## config.mk

```make
export PLATFORM = sky130hd
export DESIGN_NAME = smtx_master_tx
export DESIGN_NICKNAME = d
export VERILOG_FILES = /design/src/rtl/smtx_pkg.sv /design/src/rtl/smtx_baud.sv /design/src/rtl/smtx_shift.sv /design/src/rtl/smtx_master_tx.sv
export SDC_FILE = /design/constraint.sdc
export NUM_CORES = 1
export LEC_CHECK = 0
export BUFFER_PORTS_ARGS = -buffer_cell sky130_fd_sc_hd__buf_2
export CORE_MARGIN = 4
export CORE_UTILIZATION = 54
export DETAILED_ROUTE_END_ITERATION = 6
export PLACE_DENSITY = 0.78
export SLEW_MARGIN = 20
export SYNTH_ARGS = -nofsm -noshare
export SYNTH_HDL_FRONTEND = slang
export SYNTH_SLANG_ARGS = --single-unit
```

## constraint.sdc

```tcl
create_clock -name clk -period 2.9 [get_ports clk]
set_input_delay 0.58 -clock clk [delete_from_list [all_inputs] [get_ports clk]]
set_output_delay 0.58 -clock clk [all_outputs]
set_load 0.03 [all_outputs]
```

## src/rtl/smtx_pkg.sv

```systemverilog
package smtx_pkg;
  typedef enum logic [1:0] {
    MODE_OFF = 2'd0,
    MODE_TX  = 2'd1,
    MODE_RX  = 2'd2
  } port_mode_e;
endpackage

```

## src/rtl/smtx_baud.sv

```systemverilog
module smtx_baud #(
  parameter int DIV_W = 8
) (
  input  logic             clk,
  input  logic             rst,
  input  logic             en,
  input  logic [DIV_W-1:0] div,
  output logic             rise_tick,
  output logic             fall_tick
);
  localparam int CW = DIV_W + 1;

  logic [CW-1:0] cnt_q;
  logic          ph_q;
  logic [CW-1:0] half;
  logic          wrap;

  assign half = {div, 1'b1};
  assign wrap = en && (cnt_q >= half);
  assign rise_tick = wrap && !ph_q;
  assign fall_tick = wrap && ph_q;

  always_ff @(posedge clk) begin
    if (rst || !en) begin
      cnt_q <= '0;
      ph_q  <= 1'b0;
    end else if (wrap) begin
      cnt_q <= '0;
      ph_q  <= ~ph_q;
    end else begin
      cnt_q <= cnt_q + 1'b1;
    end
  end

  // with the divider disabled no tick may come out of the next cycle
  a_r8_idle_no_tick: assert property (@(posedge clk) disable iff (rst)
    !en |=> !fall_tick);
endmodule

```

## src/rtl/smtx_shift.sv

```systemverilog
module smtx_shift #(
  parameter int SW = 9
) (
  input  logic                     clk,
  input  logic                     rst,
  input  logic                     clr,
  input  logic                     run,
  input  logic                     load,
  input  logic [SW-1:0]            load_word,
  input  logic [$clog2(SW+1)-1:0]  load_len,
  input  logic                     rise_tick,
  input  logic                     fall_tick,
  output logic                     busy,
  output logic                     launch,
  output logic                     bit_out
);
  localparam int LW = $clog2(SW + 1);

  logic [SW-1:0] sr_q;
  logic [LW-1:0] left_q;
  logic          busy_q;
  logic          bit_q;

  assign launch  = run && busy_q && (left_q != '0) && rise_tick;
  assign busy    = busy_q;
  assign bit_out = bit_q;

  always_ff @(posedge clk) begin
    if (rst || clr) begin
      sr_q   <= '0;
      left_q <= '0;
      busy_q <= 1'b0;
      bit_q  <= 1'b0;
    end else if (load) begin
      sr_q   <= load_word;
      left_q <= load_len;
      busy_q <= 1'b1;
    end else if (run) begin
      if (launch) begin
        bit_q  <= sr_q[0];
        sr_q   <= sr_q >> 1;
        left_q <= left_q - 1'b1;
      end else if (fall_tick && busy_q && (left_q == '0)) begin
        busy_q <= 1'b0;
      end
    end
  end

  // a frozen transmitter keeps its word, position and data value
  a_r11_frozen: assert property (@(posedge clk) disable iff (rst)
    (!run && !clr && !load) |=> ($stable(left_q) && $stable(sr_q) && $stable(bit_q)));

  // a new word only enters an empty shift register
  a_r4_load_when_empty: assert property (@(posedge clk) disable iff (rst)
    load |-> !busy_q);

  // the shift register empties only after the last bit or on abort
  a_r5_empty_after_last: assert property (@(posedge clk) disable iff (rst)
    $fell(busy_q) |-> ($past(clr) || $past(left_q) == '0));
endmodule

```

## src/rtl/smtx_master_tx.sv

```systemverilog
module smtx_master_tx
  import smtx_pkg::*;
#(
  parameter int DATA_W = 8,
  parameter int DIV_W  = 8
) (
  input  logic              clk,
  input  logic              rst,
  input  logic              tx_en,
  input  logic              rx_single_set,
  input  logic              rx_word_done,
  input  logic              rx_cont_en,
  input  logic              int_clk_sel,
  input  logic              nine_bit_en,
  input  logic              ninth_bit,
  input  logic [DIV_W-1:0]  divisor,
  input  logic              wr_en,
  input  logic [DATA_W-1:0] wr_data,
  output logic              hold_empty,
  output logic              shift_empty,
  output logic              rx_single_busy,
  output logic              sck_out,
  output logic              sck_oe,
  output logic              sdo_out,
  output logic              sdo_oe
);
  localparam int SW = DATA_W + 1;
  localparam int LW = $clog2(SW + 1);

  logic [DATA_W-1:0] hold_q;
  logic              hold_full_q;
  logic              sreq_q;
  port_mode_e        mode_q;
  logic              sck_q;
  logic              sck_oe_q;
  logic              rx_req;
  logic              baud_en;
  logic              rise_tick;
  logic              fall_tick;
  logic              run;
  logic              xfer;
  logic              sh_busy;
  logic              launch;
  logic              sh_bit;
  logic [SW-1:0]     load_word;
  logic [LW-1:0]     load_len;

  assign rx_req  = sreq_q || rx_cont_en;
  assign baud_en = tx_en || rx_req;
  assign run     = (mode_q == MODE_TX);
  assign xfer    = run && tx_en && !sh_busy && hold_full_q;
  assign load_word = {nine_bit_en & ninth_bit, hold_q};
  assign load_len  = nine_bit_en ? LW'(SW) : LW'(DATA_W);

  smtx_baud #(.DIV_W(DIV_W)) baud_i (
    .clk       (clk),
    .rst       (rst),
    .en        (baud_en),
    .div       (divisor),
    .rise_tick (rise_tick),
    .fall_tick (fall_tick)
  );

  smtx_shift #(.SW(SW)) shift_i (
    .clk       (clk),
    .rst       (rst),
    .clr       (!tx_en),
    .run       (run),
    .load      (xfer),
    .load_word (load_word),
    .load_len  (load_len),
    .rise_tick (rise_tick),
    .fall_tick (fall_tick),
    .busy      (sh_busy),
    .launch    (launch),
    .bit_out   (sh_bit)
  );

  always_ff @(posedge clk) begin
    if (rst) begin
      hold_q      <= '0;
      hold_full_q <= 1'b0;
    end else begin
      if (wr_en) hold_q <= wr_data;
      hold_full_q <= wr_en || (hold_full_q && !xfer);
    end
  end

  always_ff @(posedge clk) begin
    if (rst)                sreq_q <= 1'b0;
    else if (rx_word_done)  sreq_q <= 1'b0;
    else if (rx_single_set) sreq_q <= 1'b1;
  end

  always_ff @(posedge clk) begin
    if (rst)         mode_q <= MODE_OFF;
    else if (rx_req) mode_q <= MODE_RX;
    else if (tx_en)  mode_q <= MODE_TX;
    else             mode_q <= MODE_OFF;
  end

  always_ff @(posedge clk) begin
    if (rst || !baud_en)                                  sck_q <= 1'b0;
    else if (fall_tick)                                   sck_q <= 1'b0;
    else if (rise_tick && (launch || mode_q == MODE_RX))  sck_q <= 1'b1;
  end

  always_ff @(posedge clk) begin
    if (rst) sck_oe_q <= 1'b0;
    else     sck_oe_q <= int_clk_sel && baud_en;
  end

  assign hold_empty     = !hold_full_q;
  assign shift_empty    = !sh_busy;
  assign rx_single_busy = sreq_q;
  assign sck_out        = sck_q;
  assign sck_oe         = sck_oe_q;
  assign sdo_out        = sh_bit;
  assign sdo_oe         = run;

  // the shift register fills only from a full holding register
  a_r4_xfer_from_hold: assert property (@(posedge clk) disable iff (rst)
    $rose(sh_busy) |-> $past(hold_full_q));

  // the empty flag drops only because of a write
  a_r4_flag_by_write: assert property (@(posedge clk) disable iff (rst)
    $fell(hold_empty) |-> $past(wr_en));

  // the clock rises only for a launched bit or for receive clocks
  a_r2_sck_rise_cause: assert property (@(posedge clk) disable iff (rst)
    $rose(sck_q) |-> ($past(launch) || $past(mode_q) == MODE_RX));

  // with every enable clear the clock pin is released
  a_r10_released: assert property (@(posedge clk) disable iff (rst)
    (!tx_en && !rx_req) |=> !sck_oe);

  // the single receive request clears on completion
  a_r12_self_clear: assert property (@(posedge clk) disable iff (rst)
    rx_word_done |=> !rx_single_busy);
endmodule

```

# After elaboration in Yosys (flattened, before gate mapping)
# Index checks and enable logic that the tools add are counted.
# classes
n_bitwise	3
magnitude_cmp	1
addsub	2
mux	13
n_eq_ne	3
reduce_logical	38
# op_table
operator	n
$mux 9	3
$logic_and 1x1->1	14
$mux 4	3
$add 9x1->9 const B	1
$ge 9x9->1	1
$reduce_or 2->1	4
$logic_not 1->1	6
$logic_or 1x1->1	6
$mux 1	6
$reduce_and 3->1	2
$reduce_bool 2->1	3
$logic_not 4->1	1
$reduce_bool 4->1	1
$sub 4x1->4 const B	1
$eq 2x1->1 const B	1
$eq 2x2->1 const B	1
$mux 2	1
$ne 2x2->1 const B	1
$not 1->1	2
$reduce_and 2->1	1
$and 1x1->1	1
# word_totals
regBits	39
out_inout_bits	7
inputBits	26
elab_cells	73

# Logic depth before layout (Yosys ltp)
# Gate-level depths: netlist (run 1).
# depth
word_depth	10
mapped_depth	9
ltp_nobuf	8

# Hierarchy
# Synthesis (run 1) repeated with hierarchy kept, for this count alone.
# hier_totals
hier_cells	218
area_unflattened_um2	1935.6
# by_module_without_submodules
mod	area_per_inst_um2	cells_each	seq_area_each_um2	instances
smtx_shift	754.5	91	300.3	1
smtx_baud	643.1	72	200.2	1
smtx_master_tx	538.0	55	280.3	1

# Worst setup path after synthesis (run 1)
# Ideal clock, no wire load.
# synth_timing
kind	input to register
from	input port divisor[5]
to	register shift_i.sr_q[5]
slack_ps	646
required_ps	2812
path_buffers	1
setup_time_ps	88
path_stages	9
arrival_time_ps	2166
cell_sequence	inv_1 ha_1 a21oi_1 nor2_1 a211oi_1 a211o_1 clkbuf_1 nor2_1 nor4_2
# synth_between
elab_chain_len	6
# synth_rtl
element	line_no	text
start, declared	smtx_master_tx.sv:16	input logic [DIV_W-1:0] divisor,
$ge 9x9->1	smtx_baud.sv:19	assign wrap = en && (cnt_q >= half);
$logic_and 1x1->1	smtx_baud.sv:19	
$logic_and 1x1->1	smtx_baud.sv:20	assign rise_tick = wrap && !ph_q;
$logic_and 1x1->1	smtx_shift.sv:24	assign launch = run && busy_q && (left_q != '0) && rise_tick;
$reduce_bool 2->1 (no source line)	n/a	
$reduce_and 2->1 (no source line)	n/a	
end signal, assigned	smtx_shift.sv:35	sr_q <= load_word;
end signal, assigned	smtx_shift.sv:41	sr_q <= sr_q >> 1;
end, declared	smtx_shift.sv:19	logic [SW-1:0] sr_q;
# No other way between the ends.
# A chain may end at the register's enable or synchronous reset.

# Worst setup path after layout (run 1)
# layout_timing
from	register shift_i.left_q[0]
to	register shift_i.left_q[2]
# layout_between
elab_chain_len	5
elab_cells_between_ends	9
cone_classes	add/sub (1); mux (3); reduce/logical (5)
# layout_rtl
element	line_no	text
start, declared	smtx_shift.sv:20	logic [LW-1:0] left_q;
start signal, assigned	smtx_shift.sv:36	left_q <= load_len;
start signal, assigned	smtx_shift.sv:42	left_q <= left_q - 1'b1;
branches (longest 5 deep; another with $sub 4x1->4)	n/a	
# Parallel ways; which one is timed is not known. The select of a mux whose other input is x is not followed.

==> run_results.csv, run 1 <==
group,metric,value,unit
sta,totalNegativeSetupSlack,0,ns
clock_tree,cts_tree,"done",
critical_path,r2r_setup_slack,0.41,ns
routing,postRouteWirelength,3260,um
clock_tree,cts_root_buffer,"sky130_fd_sc_hd__clkbuf_4",
sta,timing.final.crit_period,2.49,ns
hold_path,min-delay-path-class,"input port to register",
synthesis,yosys.cell_count.top_type,"sky130_fd_sc_hd__nor2_1",
synthesis,synthesis.instances,205,
global_routing,global_route.overflow_total,0,
global_routing,grt_antenna_before_repair,0,
clock_tree,post_cts.resized_instances,0,
routing,routedWlPerCell,11.5,um
synthesis,synth_top_cell_area_share,0.435,
critical_path,worst_setup_path_start_kind,"register",
global_routing,groute.layer.met2.usage,0.257,
final_layout,layoutNonFillerInstCount,282,
global_routing,use_met3,0.0581,
sta,hold-worst-slack,0.377,ns
synthesis,synthesis.nets,241,
outcome,outcome,"finished clean",
sta,finalSetupViolations,0,
hold_path,min_from,"rx_word_done",
synthesis,synth_top_flop_cell,"sky130_fd_sc_hd__dfxtp_1",
placed_design,gp_congestion,0.728,
die,die_width,65.6,um
hold_path,hold_path_end,"rx_single_busy",
sta,grt_setup_unrepaired,"no",
critical_path,critPathCaptureType,"register",
final_layout,register_area,781,sq um
sta,transition_time_at_the_pin_with_the_least_slew_margin,0.679,ns
synthesis,postSynthAreaPerCell,8.75,sq um
final_layout,num-fill-cells,277,
synthesis,synth.cells.most_frequent,"sky130_fd_sc_hd__nor2_1, sky130_fd_sc_hd__dfxtp_1, sky130_fd_sc_hd__inv_1",
die,initial_utilization,0.578,
sta,max_clock_freq,402,MHz
critical_path,critical_path.max_fanout,25,
synthesis,synth_async_sr_flop_share,0,
final_layout,area_delta_synth_final,15.1,%
die,floorplan.die_area,4310,sq um
routing,dr.pass1.iters,4,
synthesis,post_synth_main_area_contributors,"sky130_fd_sc_hd__dfxtp_1, sky130_fd_sc_hd__nor2_1, sky130_fd_sc_hd__ha_1, sky130_fd_sc_hd__mux2i_1, sky130_fd_sc_hd__nor3b_1",
synthesis,synth.largest_area_cell,"sky130_fd_sc_hd__dfxtp_1",
routing,drt-vias-per-instance,5.15,
placed_design,dp_hpwl,2310,um
synthesis,syn-cell-area,1790,sq um
global_routing,met1_usage_grt,0.218,
die,io-pin-count,33,
clock_tree,cts_post_setup_buffers_inserted,0,
pwr,peakVddDrop,0.000365,V
critical_path,r2r_cells,8,
sta,timing_hold_violations_final,0,
die,die_ht,65.6,um
pwr,power.leakage,0.955,nW
final_layout,final_net_count,273,
final_layout,antenna_cells,0,
global_routing,grt_busiest_layer,"met2",
synthesis,netlist-cell-type-count,38,
hold_path,worst_hold_path.num_cells,2,
routing,drc_errors,0,
routing,postRouteAntennaNets,0,
final_layout,drive_above_1_share,0.197,
clock_tree,path_clk_slew,0.11,ns
synthesis,synth-seq-area-share,0.435,
synthesis,ys.warnings.count,0,
sta,finalClockSkew,0.00829,ns
pwr,power.density_cell_area,492,nW/um^2
routing,detailroute.via_count,1451,
sta,timing.final.max_slew_violations,0,
global_routing,vias_in_the_first_global_route,1295,
critical_path,worst_flop_to_flop_path_endpoint,"shift_i.left_q[2]",
synthesis,synth-seq-cells,39,
critical_path,required,3.18,ns
clock_tree,clock_latency,0.35,ns
sta,worst_slew_margin_rel,0.548,
clock_tree,cts_htree_levels,2,
final_layout,multi_input_comb_area,910,sq um
global_routing,grt_start_max_net_pins,26,
sta,period_share,0.858,
global_routing,grt_first_pass_wirelength,5680,um
die,placement_rows,20,
synthesis,synth_enable_flop_cells,0,
critical_path,crit_arrival,2.76,ns
critical_path,worstReg2RegStart,"shift_i.left_q[0]",
placed_design,portBuffers,32,
critical_path,path_class,"register to register",
global_routing,grt.total_usage,0.172,
final_layout,util_after_layout,0.665,
clock_tree,cts_buffers,5,
pwr,finalPower,1.02,mW
clock_tree,clkSinkCount,39,
die,design.core.area,3100,sq um
placed_design,numPlacedInstances,274,
job,max_cap_violations,0,
clock_tree,cts.hold.buffers_added,0,
routing,detail_route.iter0.violations,54,
clock_tree,clock_tree.buffer_depth,2,
## per-layer routing
| metal | vias to the layer above | wire, um |
|---|---|---|
| met4 | 0 | 55 |
| li1 | 764 | - |
| met1 | 646 | 1600 |
| met5 | - | 0 |
| met3 | 6 | 195 |
| met2 | 35 | 1410 |
## worst max-delay path: stages, from the launching register on
cell and delay (ns):
sky130_fd_sc_hd__dfxtp_1 0.39, sky130_fd_sc_hd__inv_1 0.06, sky130_fd_sc_hd__ha_1 0.20, sky130_fd_sc_hd__inv_2 0.06
sky130_fd_sc_hd__nor3_1 0.05, sky130_fd_sc_hd__or4b_1 0.51, sky130_fd_sc_hd__a211o_1 0.51, sky130_fd_sc_hd__or3_1 0.42
sky130_fd_sc_hd__a211oi_2 0.21
## worst max path at each step
stage | end | start | depth (start not counted) | slack, ns
finish | shift_i.left_q[2] | shift_i.left_q[0] | 8 | 0.41
floorplan | shift_i.sr_q[5] | divisor[5] | 9 | 0.65
global route | shift_i.left_q[2] | shift_i.left_q[0] | 8 | 0.28
detailed placement | shift_i.sr_q[6] | divisor[5] | 9 | 0.29
global placement | shift_i.sr_q[5] | divisor[5] | 9 | 0.32
CTS | shift_i.left_q[2] | shift_i.left_q[0] | 8 | 0.40
## sequential cells by signal, summed over array words and instances, names as in the netlist
| register | count |
|---|---|
| hold_q | 8 |
| baud_i.ph_q | 1 |
| shift_i.sr_q | 9 |
| sck_out | 1 |
| shift_i.bit_out | 1 |
| rx_single_busy | 1 |
| mode_q | 2 |
| baud_i.cnt_q | 9 |
| hold_full_q | 1 |
| shift_i.left_q | 4 |
| sck_oe | 1 |
| shift_i.busy | 1 |
## report_power, final
group / switching [mW] / internal [mW] / total (mW)
clock network: 0.174 / 0.204 / 0.377
registers: 0.00956 / 0.550 / 0.559
logic: 0.0437 / 0.0350 / 0.0787
total: 0.227 / 0.788 / 1.02
## through the flow
stage | worst slack [ns] | area (sq um)
after detailed placement | 0.295 | 1980
after floorplan | 0.646 | 1790
after global placement | 0.317 | 1980
final | 0.413 | 2060
after global routing | 0.279 | 2060
after CTS | 0.404 | 2060
## cells by family after synthesis
logic type                 after synthesis  share of synthesized area
and+or+nand+nor                         93                      0.269
DFF                                     39                      0.435
buffers and inverters                   25                     0.0572
AOI/OAI and AO/OA                       20                     0.0733
muxes                                   10                     0.0558
adders and majority gates               10                     0.0698
xor gates and xnor gates                 8                     0.0391
## cell type report
class,count,share of cell area
Clock inverter,2,0.0170
Sequential cell,39,0.378
Timing Repair Buffer,33,0.0813
Multi-Input combinational cell,141,0.441
Clock buffer,6,0.0249
Tap cell,44,0.0267
Inverter,17,0.0309
## placed cells by master (no fill, tap or decap), drive strengths merged, types with 8 or more instances in the layout
cell   netlist  layout
a21oi        8       8
buf          2      33
dfxtp       39      39
ha          10      10
inv         16      16
mux2i       10      10
nand3       10      10
nor2        43      43
nor3b        8       8
nor4         8       8
Note: power is estimated with default switching activity, not from simulation.
==> inputs of run 2 (changes only) <==
--- a/config.mk
+++ b/config.mk
@@ -9,7 +9,7 @@
 export CORE_MARGIN = 4
 export CORE_UTILIZATION = 54
 export DETAILED_ROUTE_END_ITERATION = 6
-export PLACE_DENSITY = 0.78
+export PLACE_DENSITY = 0.85
 export SLEW_MARGIN = 20
 export SYNTH_ARGS = -nofsm -noshare
 export SYNTH_HDL_FRONTEND = slang
==> run 2 against run 1 <==
  * Via count rose by 0.21%
  * Global-route usage fell by 0.20 points
  * Critical path depth stayed put
  * Cell count shrank 0.35%
  * Fmax grew 0.30%
  * Setup slack improved by 0.0076 ns
  * Register-to-register slack is essentially flat
  * Routed wire length up 1.8%
  * Sequential share of layout area grew 0.82 points
  * Cell area down 2.1%
  * Clock skew is 0.0029 ns higher
==> run_results.csv, run 2 (synthesized netlist as in run 1, its figures left out) <==
group,metric,value,unit
sta,totalNegativeSetupSlack,0,ns
sta,finalSetupViolations,0,
final_layout,num-fill-cells,300,
global_routing,global_route.overflow_total,0,
clock_tree,cts_root_buffer,"sky130_fd_sc_hd__clkbuf_4",
hold_path,worst_hold_path.num_cells,2,
sta,max_clock_freq,403,MHz
die,initial_utilization,0.578,
pwr,comb_power_share,0.086,
critical_path,critPathCaptureType,"register",
global_routing,grt.total_usage,0.170,
placed_design,dp_worst_setup_slack,0.255,ns
die,design.core.area,3100,sq um
sta,grt_setup_unrepaired,"no",
final_layout,antenna_cells,0,
critical_path,r2r_setup_slack,0.42,ns
clock_tree,path_clk_slew,0.11,ns
die,placement_rows,20,
sta,timing.final.crit_period,2.48,ns
final_layout,final_cell_mix,"sky130_fd_sc_hd__nor2_1, sky130_fd_sc_hd__dfxtp_1, sky130_fd_sc_hd__buf_2",
sta,timing.final.max_slew_violations,0,
routing,dr.pass1.iters,4,
die,die_width,65.6,um
placed_design,dp_hpwl,2500,um
sta,worst_slew_margin_rel,0.556,
critical_path,worstReg2RegStart,"shift_i.left_q[0]",
final_layout,final_net_count,272,
outcome,outcome,"finished clean",
global_routing,grt_start_max_net_pins,26,
final_layout,register_area,781,sq um
clock_tree,clkSinkCount,39,
sta,transition_time_at_the_pin_with_the_least_slew_margin,0.666,ns
global_routing,grt_antenna_before_repair,0,
pwr,power.leakage,0.931,nW
routing,drc_errors,0,
critical_path,critical_path.max_fanout,25,
critical_path,required,3.17,ns
die,die_ht,65.6,um
pwr,power_switching,225,uW
sta,finalClockSkew,0.0112,ns
sta,timing_hold_violations_final,0,
critical_path,worst_flop_to_flop_path_endpoint,"shift_i.left_q[2]",
clock_tree,cts_buffers,5,
die,io-pin-count,33,
hold_path,min-delay-path-class,"input port to register",
final_layout,multi_input_comb_area,910,sq um
clock_tree,cts.hold.buffers_added,0,
die,floorplan.die_area,4310,sq um
placed_design,gp_congestion,0.715,
hold_path,hold_path_end,"rx_single_busy",
routing,detail_route.iter0.violations,101,
final_layout,area_delta_synth_final,12.6,%
global_routing,vias_in_the_first_global_route,1335,
final_layout,drive_above_1_share,0.186,
sta,final_ws_setup,0.421,ns
routing,routedWlPerCell,11.8,um
clock_tree,cts_htree_levels,2,
pwr,clkPwrFrac,0.294,
pwr,power.sequential.fraction,0.620,
hold_path,min_from,"rx_word_done",
critical_path,path_class,"register to register",
clock_tree,post_cts.resized_instances,0,
final_layout,largest_registers,"baud_i.cnt_q: 9 flops, shift_i.sr_q: 9 flops, hold_q: 8 flops",
routing,drt-vias-per-instance,5.17,
clock_tree,cts_tree,"done",
clock_tree,cts_post_setup_buffers_inserted,0,
global_routing,grt_first_pass_wirelength,5700,um
routing,postRouteWirelength,3320,um
routing,postRouteAntennaNets,0,
pwr,switching_share_of_total_power,0.249,
critical_path,worst_setup_path_start_kind,"register",
clock_tree,clock_tree.buffer_depth,2,
pwr,power.density_cell_area,447,nW/um^2
pwr,power.internal,678,uW
routing,detailroute.via_count,1454,
critical_path,r2r_cells,8,
critical_path,crit_arrival,2.75,ns
placed_design,portBuffers,32,
final_layout,mostFrequentLayoutCell,"sky130_fd_sc_hd__nor2_1",
pwr,peakVddDrop,0.000358,V
sta,period_share,0.855,
job,max_cap_violations,0,
clock_tree,clock_latency,0.35,ns
[run 2: power groups by stage]
stage	combinational (mW)	clock (mW)	sequential, mW
6_report	0.0778	0.265	0.560
3_5_place_dp	0.0783	0	0.572
4_1_cts	0.0790	0.268	0.560
3_3_place_gp	0.0760	0	0.571
2_1_floorplan	0.0474	0	0.573
5_1_grt	0.0901	0.294	0.563
[run 2: stage by stage]
| step | cell area [sq um] | util | instances | hold slack [ns] | total power [mW] |
|---|---|---|---|---|---|
| 5_1_grt | 2020 | 0.651 | 281 | 0.384 | 0.947 |
| 3_3_place_gp | 1970 | 0.635 | 273 | 0.460 | 0.647 |
| 6_report | 2020 | 0.651 | 281 | 0.373 | 0.904 |
| 3_5_place_dp | 1970 | 0.635 | 273 | 0.468 | 0.651 |
| 4_1_cts | 2020 | 0.651 | 281 | 0.370 | 0.908 |
| 2_1_floorplan | 1790 | - | 205 | 0.441 | 0.620 |
[run 2: worst max-delay path by stage]
stage | end | slack (ns) | start | cells after the start
after floorplan | shift_i.sr_q[5] | 0.65 | divisor[5] | 9
after global placement | shift_i.sr_q[7] | 0.31 | divisor[5] | 9
after detailed placement | shift_i.sr_q[6] | 0.25 | divisor[5] | 9
after CTS | shift_i.left_q[2] | 0.41 | shift_i.left_q[0] | 8
after global routing | shift_i.left_q[2] | 0.27 | shift_i.left_q[0] | 8
final | shift_i.left_q[2] | 0.42 | shift_i.left_q[0] | 8
[run 2: area by class of cell]
type                       count  share of cell area
multi-input combinational    141               0.450
timing repair buffer          32              0.0793
inverter                      17              0.0316
tap                           44              0.0273
sequential                    39               0.387
clock inverter                 1             0.00248
clock buffer                   7              0.0223
[run 2: worst max-delay path, cell delays in order (launching register included)]
cell                       delay [ns]
sky130_fd_sc_hd__dfxtp_1         0.39
sky130_fd_sc_hd__inv_1           0.06
sky130_fd_sc_hd__ha_1            0.20
sky130_fd_sc_hd__inv_2           0.06
sky130_fd_sc_hd__nor3_1          0.05
sky130_fd_sc_hd__or4b_1          0.50
sky130_fd_sc_hd__a211o_1         0.51
sky130_fd_sc_hd__or3_1           0.42
sky130_fd_sc_hd__a211oi_2        0.21
[run 2: routing by layer]
metal,up-vias,wire [um],global-route usage,share of wire
li1,754,-,-,-
met1,659,1520,0.202,0.46
met2,33,1560,0.289,0.47
met3,8,166,0.0393,0.050
met4,0,68,0.0777,0.021
met5,-,0,0,0
==> inputs of run 3 (changes only) <==
--- a/config.mk
+++ b/config.mk
@@ -7,9 +7,9 @@
 export LEC_CHECK = 0
 export BUFFER_PORTS_ARGS = -buffer_cell sky130_fd_sc_hd__buf_2
 export CORE_MARGIN = 4
-export CORE_UTILIZATION = 54
+export CORE_UTILIZATION = 35
 export DETAILED_ROUTE_END_ITERATION = 6
-export PLACE_DENSITY = 0.85
+export PLACE_DENSITY = 0.61
 export SLEW_MARGIN = 20
 export SYNTH_ARGS = -nofsm -noshare
 export SYNTH_HDL_FRONTEND = slang
==> run 3 against run 2 <==
  * Sequential power about the same
  * Setup slack better by 0.0026 ns
  * Cell count up 8.5%
  * Non-clock buffer count up 1
  * Largest cell class unchanged
==> run_results.csv, run 3 (synthesized netlist as in run 1, its figures left out) <==
group,metric,value,unit
final_layout,antenna_cells,0,
clock_tree,path_clk_slew,0.07,ns
sta,final_ws_setup,0.423,ns
routing,detailroute.via_count,1452,
routing,dr.pass1.iters,4,
sta,max_clock_freq,404,MHz
sta,transition_time_at_the_pin_with_the_least_slew_margin,0.725,ns
die,io-pin-count,33,
pwr,peakVddDrop,0.000240,V
die,die_ht,79.6,um
sta,timing.final.max_slew_violations,0,
global_routing,vias_in_the_first_global_route,1313,
critical_path,critPathCaptureType,"register",
critical_path,path_class,"register to register",
critical_path,critical_path.max_fanout,25,
critical_path,timing.critical_path.cells,"inv_1 > ha_1 > inv_2 > nor3_1 > or4b_1 > a211o_1 > or3_1 > a211oi_2",
clock_tree,clkSinkCount,39,
final_layout,drive_above_1_share,0.193,
sta,period_share,0.854,
sta,timing.final.crit_period,2.48,ns
critical_path,worst_setup_path_start_kind,"register",
die,design.core.area,4850,sq um
pwr,power.leakage,0.948,nW
placed_design,dp_hpwl,2490,um
clock_tree,clock_tree.buffer_depth,2,
outcome,outcome,"finished clean",
job,max_cap_violations,0,
global_routing,grt_antenna_before_repair,0,
die,placement_rows,25,
critical_path,timing.critical_path.slowest_cell_delay,0.52,ns
critical_path,crit_arrival,2.69,ns
clock_tree,cts_post_setup_buffers_inserted,0,
critical_path,worstPathBufferInverterCount,2,
routing,postRouteWirelength,3480,um
final_layout,area_delta_synth_final,16.6,%
placed_design,portBuffers,32,
clock_tree,cts_root_buffer,"sky130_fd_sc_hd__clkbuf_8",
critical_path,timing.critical_path.max_delay_family,"simple AND/OR/NAND/NOR gates",
placed_design,dp_worst_setup_slack,0.198,ns
clock_tree,cts.hold.buffers_added,0,
global_routing,global_route.overflow_total,0,
sta,finalClockSkew,0.00360,ns
global_routing,grt_start_max_net_pins,26,
pwr,power.density_cell_area,474,nW/um^2
sta,grt_setup_unrepaired,"no",
routing,drc_errors,0,
sta,finalSetupViolations,0,
placed_design,gp_congestion,0.713,
placed_design,post_dp_cell_area,2010,sq um
sta,totalNegativeSetupSlack,0,ns
clock_tree,cts_tree,"done",
sta,hold-worst-slack,0.451,ns
global_routing,grt_first_pass_wirelength,5850,um
hold_path,min-delay-path-class,"input port to register",
final_layout,final_net_count,273,
final_layout,mostFrequentLayoutCell,"sky130_fd_sc_hd__nor2_1",
sta,worst_slew_margin_rel,0.517,
routing,postRouteAntennaNets,0,
clock_tree,cts_htree_levels,2,
pwr,finalPower,991,uW
critical_path,worst_path_max_delay_cell,"sky130_fd_sc_hd__a211o_1",
die,floorplan.die_area,6330,sq um
final_layout,largest_registers,"baud_i.cnt_q: 9 flops, shift_i.sr_q: 9 flops, hold_q: 8 flops",
clock_tree,cts_buffers,5,
routing,detail_route.iter0.violations,38,
critical_path,required,3.11,ns
routing,routedWlPerCell,11.4,um
sta,timing_hold_violations_final,0,
routing,drt-vias-per-instance,4.76,
clock_tree,post_cts.resized_instances,0,
clock_tree,clock_latency,0.29,ns
die,die_width,79.6,um
global_routing,grt.total_usage,0.119,
final_layout,post-route-cell-area,2090,sq um
final_layout,final_cell_mix,"sky130_fd_sc_hd__nor2_1, sky130_fd_sc_hd__dfxtp_1, sky130_fd_sc_hd__buf_2",
die,initial_utilization,0.370,
[run 3: changes by cell type in the layout (fill, tap and decap cells not counted), sizes merged]
| cell | before | now |
|---|---|---|
| buf | 32 | 33 |
| clkbuf | 7 | 6 |
| clkinvlp | 0 | 1 |
[run 3: path summary, 6_finish.rpt]
kind | start | depth (start not counted) | end | slack (ns)
worst max register to register | shift_i.left_q[0] | 8 | shift_i.left_q[2] | 0.42
worst min-delay path | rx_word_done | 2 | rx_single_busy | 0.45
worst max-delay path | shift_i.left_q[0] | 8 | shift_i.left_q[2] | 0.42
worst min register to register | baud_i.cnt_q[0] | 1 | baud_i.cnt_q[0] | 0.48
[run 3: layout make-up]
class | instances | area, sq um
sequential | 39 | 781
timing repair buffer | 33 | 168
multi-input combinational | 141 | 910
clock buffer | 6 | 72.6
inverter | 17 | 63.8
clock inverter | 2 | 12.5
fill | 474 | 2760
tap | 67 | 83.8
[run 3: stage by stage]
step	utilization	std cells
finish	0.431	305
CTS	0.431	305
global route	0.431	305
detailed placement	0.414	297
floorplan	-	205
global placement	0.414	297
[run 3: power breakdown]
| group | switching (mW) | internal, mW | leakage (nW) |
|---|---|---|---|
| clock | 0.184 | 0.168 | 0.0412 |
| combinational | 0.0442 | 0.0349 | 0.590 |
| sequential | 0.0101 | 0.549 | 0.317 |
| total | 0.239 | 0.752 | 0.948 |
[run 3: layer usage]
| metal | vias up | global-route usage | wire length, um |
|---|---|---|---|
| li1 | 757 | - | - |
| met1 | 659 | 0.145 | 1680 |
| met5 | - | 0 | 0 |
| met2 | 30 | 0.189 | 1550 |
| met4 | 0 | 0.0567 | 74 |
| met3 | 6 | 0.0361 | 177 |
[run 3: worst register-to-register path: stages (launching register included)]
cell and delay [ns]:
sky130_fd_sc_hd__dfxtp_1 0.37, sky130_fd_sc_hd__inv_1 0.06, sky130_fd_sc_hd__ha_1 0.20, sky130_fd_sc_hd__inv_2 0.06, sky130_fd_sc_hd__nor3_1 0.05, sky130_fd_sc_hd__or4b_1 0.50
sky130_fd_sc_hd__a211o_1 0.52, sky130_fd_sc_hd__or3_1 0.43, sky130_fd_sc_hd__a211oi_2 0.21
